## src/rtl/bfm_pkg.sv

```systemverilog
package bfm_pkg;

    typedef enum logic [1:0] {
        OC_CLEAR   = 2'd0,
        OC_RETRY   = 2'd1,
        OC_LATCHED = 2'd2
    } oc_state_e;

endpackage

```

## src/rtl/bfm_glitch_filter.sv

```systemverilog
module bfm_glitch_filter #(
    parameter int FILT_CYC = 4
) (
    input  logic clk,
    input  logic por_n,
    input  logic flag_i,
    input  logic clr_i,
    output logic qual_o
);
    localparam int CNT_W = (FILT_CYC < 2) ? 1 : $clog2(FILT_CYC);
    localparam logic [CNT_W-1:0] CNT_TOP = CNT_W'(FILT_CYC - 1);

    typedef struct packed {
        logic [CNT_W-1:0] cnt;
    } filt_regs_t;

    filt_regs_t filt_d, filt_q;

    always_comb begin
        filt_d = filt_q;
        if (clr_i || !flag_i) begin
            filt_d.cnt = '0;
        end else if (filt_q.cnt != CNT_TOP) begin
            filt_d.cnt = filt_q.cnt + 1'b1;
        end
        qual_o = flag_i && !clr_i && (filt_q.cnt == CNT_TOP);
    end

    always_ff @(posedge clk or negedge por_n) begin
        if (!por_n) begin
            filt_q <= '0;
        end else begin
            filt_q <= filt_d;
        end
    end

    AST_LOW_RESTARTS: assert property (@(posedge clk) disable iff (!por_n)
        !flag_i |=> (filt_q.cnt == '0));

endmodule

```

## src/rtl/bfm_ocp_ctrl.sv

```systemverilog
module bfm_ocp_ctrl
    import bfm_pkg::*;
#(
    parameter int RETRY_CYC = 2000
) (
    input  logic clk,
    input  logic por_n,
    input  logic qual_i,
    input  logic latch_mode_i,
    input  logic standby_i,
    output logic block_o,
    output logic block_nxt_o
);
    localparam int TMR_W = $clog2(RETRY_CYC + 1);
    localparam logic [TMR_W-1:0] TMR_LOAD = TMR_W'(RETRY_CYC - 1);

    typedef struct packed {
        oc_state_e        state;
        logic [TMR_W-1:0] timer;
        logic             stby;
    } ctrl_regs_t;

    ctrl_regs_t ctrl_d, ctrl_q;
    logic       stby_exit;

    always_comb begin
        ctrl_d      = ctrl_q;
        ctrl_d.stby = standby_i;
        stby_exit   = ctrl_q.stby && !standby_i;
        unique case (ctrl_q.state)
            OC_CLEAR: begin
                if (qual_i) begin
                    ctrl_d.state = latch_mode_i ? OC_LATCHED : OC_RETRY;
                    ctrl_d.timer = TMR_LOAD;
                end
            end
            OC_RETRY: begin
                if (ctrl_q.timer == '0) begin
                    ctrl_d.state = OC_CLEAR;
                end else begin
                    ctrl_d.timer = ctrl_q.timer - 1'b1;
                end
            end
            OC_LATCHED: begin
                if (stby_exit) begin
                    ctrl_d.state = OC_CLEAR;
                end
            end
            default: ctrl_d.state = OC_CLEAR;
        endcase
        block_o     = (ctrl_q.state != OC_CLEAR);
        block_nxt_o = (ctrl_d.state != OC_CLEAR);
    end

    always_ff @(posedge clk or negedge por_n) begin
        if (!por_n) begin
            ctrl_q <= '{state: OC_CLEAR, timer: '0, stby: 1'b0};
        end else begin
            ctrl_q <= ctrl_d;
        end
    end

    AST_LATCH_STICKY: assert property (@(posedge clk) disable iff (!por_n)
        (ctrl_q.state == OC_LATCHED && !(ctrl_q.stby && !standby_i))
        |=> (ctrl_q.state == OC_LATCHED));
    AST_RETRY_WINDOW: assert property (@(posedge clk) disable iff (!por_n)
        (ctrl_q.state == OC_RETRY) |-> (ctrl_q.timer < TMR_W'(RETRY_CYC)));
    AST_RETRY_ENDS: assert property (@(posedge clk) disable iff (!por_n)
        (ctrl_q.state == OC_RETRY && ctrl_q.timer == '0) |=> (ctrl_q.state == OC_CLEAR));
    AST_NO_UNQUALIFIED_TRIP: assert property (@(posedge clk) disable iff (!por_n)
        (ctrl_q.state == OC_CLEAR && !qual_i) |=> (ctrl_q.state == OC_CLEAR));

endmodule

```

## src/rtl/bridge_fault_mgr.sv

```systemverilog
module bridge_fault_mgr #(
    parameter int CLK_FREQ_HZ   = 1_000_000,
    parameter int RETRY_MS      = 2,
    parameter int FILT_CYC      = 4,
    parameter bit HAS_RETRY_SEL = 1'b1
) (
    input  logic clk,
    input  logic por_n,
    input  logic ocp_flag,
    input  logic therm_flag,
    input  logic uv_flag,
    input  logic retry_sel,
    input  logic standby,
    output logic drive_off,
    output logic fault_n
);
    localparam int RETRY_CYC = (CLK_FREQ_HZ / 1000) * RETRY_MS;

    typedef struct packed {
        logic off;
        logic flt_n;
    } out_regs_t;

    out_regs_t out_d, out_q;
    logic      latch_mode;
    logic      oc_block;
    logic      oc_block_nxt;
    logic      oc_qual;

    generate
        if (HAS_RETRY_SEL) begin : g_sel
            assign latch_mode = !retry_sel;
        end else begin : g_nosel
            logic unused_retry_sel;
            assign unused_retry_sel = retry_sel;
            assign latch_mode       = 1'b1;
        end
    endgenerate

    bfm_glitch_filter #(
        .FILT_CYC (FILT_CYC)
    ) i_filter (
        .clk    (clk),
        .por_n  (por_n),
        .flag_i (ocp_flag),
        .clr_i  (oc_block),
        .qual_o (oc_qual)
    );

    bfm_ocp_ctrl #(
        .RETRY_CYC (RETRY_CYC)
    ) i_ctrl (
        .clk          (clk),
        .por_n        (por_n),
        .qual_i       (oc_qual),
        .latch_mode_i (latch_mode),
        .standby_i    (standby),
        .block_o      (oc_block),
        .block_nxt_o  (oc_block_nxt)
    );

    always_comb begin
        out_d       = out_q;
        out_d.off   = oc_block_nxt || therm_flag || uv_flag;
        out_d.flt_n = !oc_block_nxt;
    end

    always_ff @(posedge clk or negedge por_n) begin
        if (!por_n) begin
            out_q <= '{off: 1'b1, flt_n: 1'b1};
        end else begin
            out_q <= out_d;
        end
    end

    assign drive_off = out_q.off;
    assign fault_n   = out_q.flt_n;

    AST_THERM_OFF: assert property (@(posedge clk) disable iff (!por_n)
        therm_flag |=> drive_off);
    AST_UV_OFF: assert property (@(posedge clk) disable iff (!por_n)
        uv_flag |=> drive_off);
    AST_FAULT_MEANS_OFF: assert property (@(posedge clk) disable iff (!por_n)
        !fault_n |-> drive_off);
    AST_FAULT_HOLDS: assert property (@(posedge clk) disable iff (!por_n)
        $fell(fault_n) |=> !fault_n);

endmodule

```

## config.mk

```make
export PLATFORM = sky130hd
export DESIGN_NAME = bridge_fault_mgr
export DESIGN_NICKNAME = d
export VERILOG_FILES = /design/src/rtl/bfm_pkg.sv /design/src/rtl/bfm_glitch_filter.sv /design/src/rtl/bfm_ocp_ctrl.sv /design/src/rtl/bridge_fault_mgr.sv
export SDC_FILE = /design/constraint.sdc
export NUM_CORES = 1
export LEC_CHECK = 0
export ABC_AREA = 1
export BUFFER_PORTS_ARGS = -buffer_cell sky130_fd_sc_hd__buf_4
export CAP_MARGIN = 10
export CORE_ASPECT_RATIO = 0.5
export CORE_MARGIN = 2
export CORE_UTILIZATION = 30
export CTS_BUF_LIST = sky130_fd_sc_hd__clkbuf_16
export CTS_CLUSTER_DIAMETER = 80
export DETAILED_ROUTE_END_ITERATION = 16
export SLEW_MARGIN = 25
export SYNTH_ARGS = -nofsm -noshare
export SYNTH_HDL_FRONTEND = slang
export SYNTH_SLANG_ARGS = --single-unit
```

## constraint.sdc

```tcl
create_clock -name clk -period 2 [get_ports clk]
set_input_delay 0.5 -clock clk [delete_from_list [all_inputs] [get_ports clk]]
set_output_delay 0.5 -clock clk [all_outputs]
set_load 0.03 [all_outputs]
```

==> results_dict.tcl <==
set metrics [dict create \
    arrival_ns 1.74 \
    num_rows 14 \
    maxSlewHeadroom_pct 70.2 \
    top_layer "met4" \
    die_x_um 86.6 \
    clk_transition_reported_paths_ns 0.05 \
    p_clk_share_pct 50.6 \
    io_pins 9 \
    fin_area_mm2 0.00120 \
    regToRegSetupSlack_ns 0.40 \
    fin_crit_sh_pct 80.2 \
    yosysWarnings 0 \
    path_cells "inv_1 -> ha_1 -> nand2_2 -> nor2_4 -> nand2_4 -> nand2_8 -> nand2_1 -> nand2_1 -> nand2_1" \
    clock-sinks 18 \
    die_y_um 45.3 \
    layout-area-overhead-vs-synth_pct 17.5 \
    wirelength_um 2050 \
    clock_latency_ns 0.25 \
    max_freq_ghz 0.624 \
    final-setup-viol-count 0 \
    initial_core_util_pct 32.8 \
    required_ns 2.14 \
    antenna_found_initial 0 \
    final_cells 183 \
    reg2reg_from "i_ctrl.ctrl_q[1]$_DFFE_PN0P_" \
    cp-end-kind "flip-flop" \
    final_layout_size_suffix_gt1_share_pct 16.8 \
    first_pass_iters 4 \
    crit_top_cell "nand2_1" \
    design.die.area_mm2 0.00392 \
    root_buffer "clkbuf_16" \
    drtAntennaViolNets 0 \
    crit_type "reg2reg" \
    dp_cells 179 \
    maxCapViolations 0 \
    status "finished, final reports clean" \
    routedWlPerCell_um 11.2 \
    timing.rr.end "i_ctrl.ctrl_q[5]$_DFFE_PN0P_" \
    powerDensity_mw_per_mm2 646 \
    p_comb_share_pct 2.2 \
    grt_pass1_vias 781 \
    hpwlAfterDp_um 1560 \
    fillers 318 \
    syn_area_mm2 0.00102 \
    h-tree-depth 1 \
    cts_buffers 3 \
    grt_usage_pct 12.2 \
    worst_ir_drop_vdd_v 0.000635 \
    p_int_uw 639 \
    crit_end "i_ctrl.ctrl_q[5]$_DFFE_PN0P_" \
    drv_slew 0 \
    post-cts-setup-buffer-count 0 \
    vias 855 \
    crit_path_start "i_ctrl.ctrl_q[1]$_DFFE_PN0P_" \
    r2r_cells 9 \
    hold_buffers 0 \
    worst_slew_pin_slew_ns 0.446 \
    synth.distinct_cells 21 \
    holdCritPathClass "in2async" \
    fin_nets 153 \
    pwr-share-seq_pct 47.2 \
    portBuffers 8 \
    slowest_stage "dfrtp_1" \
    max_stage_delay_ns 0.39 \
    synth.avg_cell_area_um2 7.69 \
    place_area_mm2 0.00112 \
    grt_start_max_net_pins 19 \
    synth_cells 133 \
    wl_met1_um 1040 \
    fin_worst_skew_ns 0.00158 \
    setup_tns_ns 0 \
    grt_pass1_wl_um 3600 \
    core_area_mm2 0.00312 \
    route.met3.wl_um 63 \
    hold_viol 0 \
    yosys_register_bits 18 \
    p_sw_share_pct 17.7 \
    diodes 0 \
    p_switching_uw 137 \
    viasPerCell 4.67 \
    worstPathMaxFanout 10 \
    final_core_util_pct 38.5 \
    hold_slack_ns 0.109 \
    dr_wl_met2_um 891 \
    cts_buffer_depth 2 \
    cts_resized 0 \
    cts_tree "built" \
    startpoint_type "flip-flop" \
    ys_seq_area_share_pct 44.3 \
    drtIter0Drc 62 \
    drc 0 \
    gp_congestion 0.813 \
    rsz0062_at_grt "no" \
    fin_crit_ns 1.60 \
    syn_nets 142 \
    power_leakage_nw 0.628 \
    grt_overflow 0 \
]
critical path: cells and delay by family (launching register included):
kind	cells	cell delay, ns
DFF	1	0.39
buffers and inverters	1	0.10
adders and majority gates	1	0.21
and+or+nand+nor	7	0.78
sequential cells by signal (all words and copies together) (netlist names):
| register | count |
|---|---|
| i_ctrl.ctrl_q | 14 |
| drive_off | 1 |
| i_filter.filt_q | 2 |
| fault_n | 1 |
Yosys cell counts, drive strengths merged:
| cell type | number | share of area (%) |
|---|---|---|
| nand2 | 43 | 20 |
| inv | 19 | 7.0 |
| nand3 | 18 | 8.8 |
| dfrtp | 16 | 39 |
| nor2 | 16 | 7.8 |
| a21oi | 4 | 2.0 |
| nand4 | 4 | 2.4 |
| buf | 2 | 0.98 |
| dfstp | 2 | 5.1 |
| ha | 2 | 2.4 |
| nor3 | 2 | 0.98 |
| o21ai | 2 | 1.3 |
| nand3b | 1 | 0.73 |
| o211ai | 1 | 0.73 |
| xor2 | 1 | 0.86 |
how the worst min path moves through the flow:
| stage | from | to | depth (start not counted) |
|---|---|---|---|
| after floorplan | por_n | i_ctrl.ctrl_q[0]$_DFF_PN0_ | 0 |
| after detailed placement | por_n | i_ctrl.ctrl_q[11]$_DFFE_PN0P_ | 1 |
| after global placement | por_n | i_ctrl.ctrl_q[10]$_DFFE_PN0P_ | 1 |
| final | por_n | i_ctrl.ctrl_q[12]$_DFF_PN0_ | 1 |
| after global routing | por_n | i_ctrl.ctrl_q[2]$_DFFE_PN0P_ | 1 |
| after CTS | por_n | i_ctrl.ctrl_q[2]$_DFFE_PN0P_ | 1 |
placed cells by master, fill, tap and decap left out, drive strengths merged:
cell type	count
buf	8
nor2	16
xor2	1
nand3	18
inv	20
nand3b	1
o21ai	2
a21oi	4
nor3	2
dfstp	2
o211ai	1
clkbuf	3
ha	2
nand2	43
dfrtp	16
nand4	4
through the flow:
stage                     power (mW)  setup slack, ns
after floorplan                0.373            0.606
after global placement         0.390            0.451
after detailed placement       0.390            0.426
after CTS                      0.786            0.402
after global routing           0.804            0.284
final                          0.776            0.397
per-layer routing:
| layer | vias to the layer above | global-route usage, % |
|---|---|---|
| met5 | - | 0 |
| met4 | 0 | 7.50 |
| met3 | 4 | 1.10 |
| met2 | 20 | 18.9 |
| met1 | 389 | 17.0 |
| li1 | 442 | - |
cells by family (layout without fill, tap and decap cells):
family	Yosys count	after routing	synth area share [%]
AOI/OAI and AO/OA	7	7	4.04
xor gates and xnor gates	1	1	0.857
adders and majority gates	2	2	2.45
buffers and inverters	21	31	7.96
DFF	18	18	44.3
and+or+nand+nor	84	84	40.4
power by group through the flow:
stage          clock [mW]  combinational [mW]  sequential, mW
2_1_floorplan           0            0.000970           0.372
5_1_grt             0.419              0.0200           0.366
3_3_place_gp            0              0.0175           0.372
4_1_cts             0.402              0.0178           0.366
6_report            0.393              0.0170           0.366
3_5_place_dp            0              0.0177           0.372
final cells by class:
class | instances | area [um2] | share of cell area [%]
sequential | 18 | 453 | 37.7
timing repair buffer | 8 | 60.1 | 5.00
clock inverter | 1 | 3.75 | 0.313
clock buffer | 3 | 75.1 | 6.25
inverter | 19 | 71.3 | 5.94
tap | 40 | 50.0 | 4.17
multi-input combinational | 94 | 488 | 40.6
Power figures use the tool's default switching activity.
